## src/rtl/iox_pkg.sv

```systemverilog
package iox_pkg;
  localparam int BYTE_W = 8;
  localparam int GRP_AW = 3;
  localparam int BANK_AW = 3;
  localparam int NUM_GROUPS = 5;
  localparam int STORED_GROUPS = NUM_GROUPS - 1;

  localparam logic [GRP_AW-1:0] GRP_IN = 3'd0;

  typedef struct packed {
    logic               wrEn;
    logic [GRP_AW-1:0]  grp;
    logic [BANK_AW-1:0] bank;
    logic [BYTE_W-1:0]  data;
  } regStrobe_t;
endpackage

```

## src/rtl/iox_ctrl.sv

```systemverilog
module iox_ctrl
  import iox_pkg::*;
#(
  parameter int NUM_BANKS = 5
) (
  input  logic                clk,
  input  logic                rstN,
  input  logic                byteValid,
  input  logic                byteWrite,
  input  logic                byteIsCmd,
  input  logic [BYTE_W-1:0]   byteIn,
  output logic [BYTE_W-1:0]   curCmd,
  output logic                ptrValid,
  output regStrobe_t          strobe,
  output logic                ackValid,
  output logic                ackOk
);
  logic [GRP_AW-1:0]  grp;
  logic [BANK_AW-1:0] bank;
  logic [BANK_AW-1:0] nextBank;
  logic cmdByte, wrData, rdByte, writable;

  assign grp  = curCmd[BANK_AW +: GRP_AW];
  assign bank = curCmd[BANK_AW-1:0];

  assign ptrValid = (int'(grp) < NUM_GROUPS) && (int'(bank) < NUM_BANKS);
  assign writable = ptrValid && (grp != GRP_IN);

  assign cmdByte = byteValid && byteWrite && byteIsCmd;
  assign wrData  = byteValid && byteWrite && !byteIsCmd;
  assign rdByte  = byteValid && !byteWrite;

  // unused bank codes fold back to bank 0 like the last bank
  assign nextBank = (int'(bank) >= NUM_BANKS - 1) ? '0 : bank + 1'b1;

  always_comb begin
    strobe.wrEn = wrData && writable;
    strobe.grp  = grp;
    strobe.bank = bank;
    strobe.data = byteIn;
  end

  always_ff @(posedge clk) begin
    if (!rstN) begin
      curCmd   <= 8'h80;
      ackValid <= 1'b0;
      ackOk    <= 1'b0;
    end else begin
      ackValid <= byteValid && byteWrite;
      ackOk    <= cmdByte || (wrData && writable);
      if (cmdByte) begin
        curCmd <= byteIn;
      end else if ((wrData || rdByte) && curCmd[BYTE_W-1]) begin
        curCmd[BANK_AW-1:0] <= nextBank;
      end
    end
  end
endmodule

```

## src/rtl/iox_datapath.sv

```systemverilog
module iox_datapath
  import iox_pkg::*;
#(
  parameter int NUM_BANKS = 5,
  localparam int PIN_W = NUM_BANKS * BYTE_W
) (
  input  logic                clk,
  input  logic                rstN,
  input  regStrobe_t          strobe,
  input  logic                ptrValid,
  input  logic [PIN_W-1:0]    pinIn,
  output logic [BYTE_W-1:0]   rdData,
  output logic [PIN_W-1:0]    outPort,
  output logic [PIN_W-1:0]    polInv,
  output logic [PIN_W-1:0]    ioCfg,
  output logic [PIN_W-1:0]    intMask
);
  logic [BYTE_W-1:0] bankReg [STORED_GROUPS][NUM_BANKS];
  logic [STORED_GROUPS-1:0][PIN_W-1:0] flatBus;

  // stored group index 0..3 maps to groups 1..4; direction and mask reset high
  function automatic logic [BYTE_W-1:0] resetVal(int g);
    return (g >= 2) ? '1 : '0;
  endfunction

  for (genvar g = 0; g < STORED_GROUPS; g++) begin : gGroup
    for (genvar b = 0; b < NUM_BANKS; b++) begin : gBank
      always_ff @(posedge clk) begin
        if (!rstN) begin
          bankReg[g][b] <= resetVal(g);
        end else if (strobe.wrEn && int'(strobe.grp) == g + 1 &&
                     int'(strobe.bank) == b) begin
          bankReg[g][b] <= strobe.data;
        end
      end
      assign flatBus[g][b*BYTE_W +: BYTE_W] = bankReg[g][b];
    end
  end

  assign outPort = flatBus[0];
  assign polInv  = flatBus[1];
  assign ioCfg   = flatBus[2];
  assign intMask = flatBus[3];

  always_comb begin
    int bi;
    int gi;
    bi = int'(strobe.bank);
    gi = int'(strobe.grp);
    rdData = '0;
    if (ptrValid) begin
      if (gi == 0) rdData = pinIn[bi*BYTE_W +: BYTE_W] ^ bankReg[1][bi];
      else         rdData = bankReg[gi-1][bi];
    end
  end
endmodule

```

## src/rtl/iox_cmd_regfile.sv

```systemverilog
module iox_cmd_regfile
  import iox_pkg::*;
#(
  parameter int NUM_BANKS = 5,
  localparam int PIN_W = NUM_BANKS * BYTE_W
) (
  input  logic              clk,
  input  logic              rstN,
  input  logic              byteValid,
  input  logic              byteWrite,
  input  logic              byteIsCmd,
  input  logic [7:0]        byteIn,
  output logic              ackValid,
  output logic              ackOk,
  output logic [7:0]        rdData,
  input  logic [PIN_W-1:0]  pinIn,
  output logic [PIN_W-1:0]  outPort,
  output logic [PIN_W-1:0]  polInv,
  output logic [PIN_W-1:0]  ioCfg,
  output logic [PIN_W-1:0]  intMask
);
  regStrobe_t        strobe;
  logic              ptrValid;
  logic [BYTE_W-1:0] curCmd;

  iox_ctrl #(.NUM_BANKS(NUM_BANKS)) ctrl_i (
    .clk(clk), .rstN(rstN), .byteValid(byteValid), .byteWrite(byteWrite),
    .byteIsCmd(byteIsCmd), .byteIn(byteIn), .curCmd(curCmd),
    .ptrValid(ptrValid), .strobe(strobe), .ackValid(ackValid), .ackOk(ackOk)
  );

  iox_datapath #(.NUM_BANKS(NUM_BANKS)) dp_i (
    .clk(clk), .rstN(rstN), .strobe(strobe), .ptrValid(ptrValid),
    .pinIn(pinIn), .rdData(rdData), .outPort(outPort), .polInv(polInv),
    .ioCfg(ioCfg), .intMask(intMask)
  );
endmodule

```

## config.mk

```make
export PLATFORM = sky130hd
export DESIGN_NAME = iox_cmd_regfile
export DESIGN_NICKNAME = d
export VERILOG_FILES = /design/src/rtl/iox_pkg.sv /design/src/rtl/iox_ctrl.sv /design/src/rtl/iox_datapath.sv /design/src/rtl/iox_cmd_regfile.sv
export SDC_FILE = /design/constraint.sdc
export NUM_CORES = 1
export LEC_CHECK = 0
export BUFFER_PORTS_ARGS = -buffer_cell sky130_fd_sc_hd__buf_4
export CAP_MARGIN = 25
export CORE_ASPECT_RATIO = 1.75
export CORE_UTILIZATION = 54
export CTS_BUF_LIST = sky130_fd_sc_hd__clkbuf_8
export DETAILED_ROUTE_END_ITERATION = 8
export PLACE_DENSITY = 0.89
export SKIP_CTS_REPAIR_TIMING = 1
export SLEW_MARGIN = 10
export SYNTH_ARGS = -nofsm -noshare
export SYNTH_HDL_FRONTEND = slang
export SYNTH_SLANG_ARGS = --single-unit
```

## constraint.sdc

```tcl
create_clock -name clk -period 8.3 [get_ports clk]
set_input_delay 1.245 -clock clk [delete_from_list [all_inputs] [get_ports clk]]
set_output_delay 1.245 -clock clk [all_outputs]
set_load 0.02 [all_outputs]
```

==> out/summary.log <==
INFO  worst_setup_path cp.required=7.05ns
INFO  synth          yosys.area.top_type=sky130_fd_sc_hd__edfxtp_1
INFO  detailed_routing route.vias.total=6,941
INFO  synth          yosys_register_bits=169
INFO  pwr            power.ir.vdd_worst=0.000112V
INFO  timing         skew=0.0177ns
INFO  global_route   grt_pass1_wl=41,100um
INFO  timing         fmax=192MHz
INFO  placement      gp_congestion=0.965
INFO  detailed_routing route.detailed.drc=16
INFO  worst_setup_path critPathArrivalTime=3.97ns
INFO  synth          synth_area_leaders=sky130_fd_sc_hd__edfxtp_1 (55%), sky130_fd_sc_hd__mux4_2 (14%), sky130_fd_sc_hd__and2_1 (5.7%), sky130_fd_sc_hd__or3_1 (2.9%), sky130_fd_sc_hd__nand2b_1 (2.4%)
INFO  floorplan      top_level_ports=223
INFO  cts            tritoncts_num_sinks=169
INFO  cells_and_area fin_area=0.0109mm^2
INFO  timing         slew-limit-headroom=35.7%
INFO  timing         worst-slew-pin-transition=0.958ns
INFO  detailed_routing totalWireLength=28,300um
INFO  run            maxCapViolations=0
INFO  cells_and_area antenna_cells_inserted=0
INFO  floorplan      core_area=0.0158mm^2
INFO  synth          postSynthAreaPerCell=13.6um^2
INFO  cts            root_buffer=sky130_fd_sc_hd__clkbuf_8
INFO  worst_setup_path r2r_slack=4.65ns
INFO  cells_and_area drive_gt1_share=40.0%
INFO  global_route   grt_antenna_before_repair=0
INFO  synth          syn-instance-count=642
INFO  floorplan      chipHeight=170um
INFO  synth          netlist-cell-type-count=43
INFO  timing         hold_violations=0
INFO  synth          synth_largest_type_area_fraction=55.2%
INFO  detailed_routing dr.pass1.iters=8
INFO  worst_setup_path worstPathMaxFanout=48
INFO  floorplan      start_util=55.1%
INFO  timing         min_period_over_period=62.8%
INFO  floorplan      num_rows=61
INFO  synth          ys.warnings.count=0
INFO  cts            cts.htree.levels=4
INFO  global_route   global_route.overflow_total=0
INFO  cts            clockBufferDepth=2
INFO  cts            clkTransAtPathRegs=0.09ns
INFO  detailed_routing avgViaCountPerCell=6.56
INFO  min_path       min-delay-path-class=reg2reg
INFO  synth          synth_nets=704
INFO  global_route   grt_start_max_net_pins=49
INFO  cells_and_area layout_area_overhead=25.7%
INFO  synth          synth.cells.most_frequent=sky130_fd_sc_hd__edfxtp_1 (160), sky130_fd_sc_hd__and2_1 (80), sky130_fd_sc_hd__mux4_2 (54), sky130_fd_sc_hd__or3_1 (41), sky130_fd_sc_hd__nand2_1 (40)
INFO  worst_setup_path crit_path_start_kind=flop
INFO  detailed_routing initialDrtViolationCount=954
INFO  synth          most_used_flip_flop_cell_after_synthesis=sky130_fd_sc_hd__edfxtp_1
INFO  run_status     status=finished, violations left
INFO  synth          syn-cell-area=0.00871mm^2
INFO  worst_setup_path critical_path_class=reg2out
INFO  placement      numPortBuffers=222
INFO  cts            clk_latency=0.47ns
INFO  worst_setup_path timing.critical_path.to_type=output port
INFO  synth          number_of_enable_type_register_cells_in_the_synthesized_netlist=160
INFO  timing         timing.final.max_slew_violations=0
INFO  pwr            power_per_cell_area=170mW/mm^2
INFO  timing         report.final.setup_viol=0
INFO  synth          ys_async_sr_fraction=0%
INFO  cts            tritoncts.num_buffers=17
INFO  min_path       min_path_cells=2
INFO  placement      dp_hpwl=20,600um
INFO  timing         rsz0062_at_grt=no
INFO  floorplan      design.die.area=0.0167mm^2
INFO  synth          synth.most_common_cell=sky130_fd_sc_hd__edfxtp_1
INFO  floorplan      die_width=98.0um
INFO  run_status     violations=DRC
INFO  timing         min_cycle_time_layout=5.22ns
INFO  detailed_routing postRouteAntennaNets=0
INFO  timing         final.setup.tns=0ns
INFO  placement      placed_cell_area=0.0105mm^2
INFO  cts            tritoncts=done
INFO  cells_and_area numnets_final=918
INFO  global_route   grt_util_all_layers=34.5%
INFO  synth          synth-seq-area-share=57.2%
INFO  global_route   vias_in_the_first_global_route=6,597
INFO  worst_setup_path worstRegToRegCells=6
INFO  detailed_routing routed_wire_length_per_instance=26.7um
INFO  pwr            p_leak=3.89nW
[critical path, cell delays in order (launching register included)]
cell and delay, ns:
sky130_fd_sc_hd__dfxtp_2 0.32, sky130_fd_sc_hd__buf_4 0.68, sky130_fd_sc_hd__inv_1 0.16, sky130_fd_sc_hd__ha_1 0.33, sky130_fd_sc_hd__buf_4 0.46, sky130_fd_sc_hd__mux4_2 0.41, sky130_fd_sc_hd__and4_1 0.23, sky130_fd_sc_hd__o21ai_0 0.46
sky130_fd_sc_hd__nand4b_1 0.23, sky130_fd_sc_hd__buf_4 0.21
[through the flow]
step                      hold slack, ns  total power [mW]  worst slack (ns)  util, %  cells
final                              0.497              1.87              3.08     69.3   1058
after global routing               0.522              1.90              3.04     69.3   1058
after CTS                          0.496              1.85              3.17     69.0   1050
after detailed placement           0.473              1.27              3.66     66.5   1018
after global placement             0.457              1.26              3.75     66.4   1015
after floorplan                    0.445              1.15              4.27        -    642
[final timing paths]
kind	start	end
max	ctrl_i.curCmd[3]	rdData[7]
min	ctrl_i.curCmd[7]	ctrl_i.curCmd[7]
max reg2reg	ctrl_i.curCmd[3]	dp_i.bankReg[2][18]
min reg2reg	ctrl_i.curCmd[7]	ctrl_i.curCmd[7]
[where the power goes]
part	switching (mW)	internal (mW)
clock	0.331	0.274
sequential	0.0182	0.945
combinational	0.178	0.118
total	0.528	1.34
[final cells by class]
type | count | area (um^2)
Fill cell | 1074 | 4850
Clock buffer | 17 | 234
Tap cell | 189 | 236
Timing Repair Buffer | 246 | 1820
Clock inverter | 15 | 165
Inverter | 7 | 26.3
Multi-Input combinational cell | 415 | 3480
Sequential cell | 169 | 4990
[cells by family (layout without fill, tap and decap cells)]
logic type	after synthesis	after routing	share of synthesized area, %
buffers and inverters	58	285	2.86
XOR/XNOR	16	16	1.61
flip-flops	169	169	57.2
multiplexers	63	63	15.0
adder cells (fa/ha/maj)	9	9	1.29
AND/OR/NAND/NOR	268	268	17.7
AO/OA/AOI/OAI	59	59	4.31
[layout by cell type, fill, tap and decap left out, types with 7 or more instances in the layout]
master / n
sky130_fd_sc_hd__clkbuf_8: 17
sky130_fd_sc_hd__buf_2: 11
sky130_fd_sc_hd__and2_1: 80
sky130_fd_sc_hd__edfxtp_1: 160
sky130_fd_sc_hd__mux2i_1: 8
sky130_fd_sc_hd__dfxtp_1: 7
sky130_fd_sc_hd__buf_4: 235
sky130_fd_sc_hd__xnor2_1: 7
sky130_fd_sc_hd__a21oi_1: 11
sky130_fd_sc_hd__xor2_1: 9
sky130_fd_sc_hd__nand2_1: 40
sky130_fd_sc_hd__or2_2: 8
sky130_fd_sc_hd__o21ai_0: 24
sky130_fd_sc_hd__and4_1: 7
sky130_fd_sc_hd__a21bo_2: 7
sky130_fd_sc_hd__ha_1: 9
sky130_fd_sc_hd__or3_1: 41
sky130_fd_sc_hd__nor2_1: 26
sky130_fd_sc_hd__nand2b_1: 34
sky130_fd_sc_hd__mux4_2: 54
sky130_fd_sc_hd__nand3_1: 7
[layer usage]
metal	share of wire, %	wire length, um	GRT usage [%]
met1	31	8800	40.1
met2	53	14900	59.6
met3	11	3100	6.32
met4	5.3	1490	20.0
met5	0	0	0
[state kept, by name, summed over array words and instances (netlist names)]
name             count
ctrl_i.curCmd        7
ctrl_i.ackValid      1
dp_i.bankReg       160
ctrl_i.ackOk         1
(Power assumes the default switching activity.)
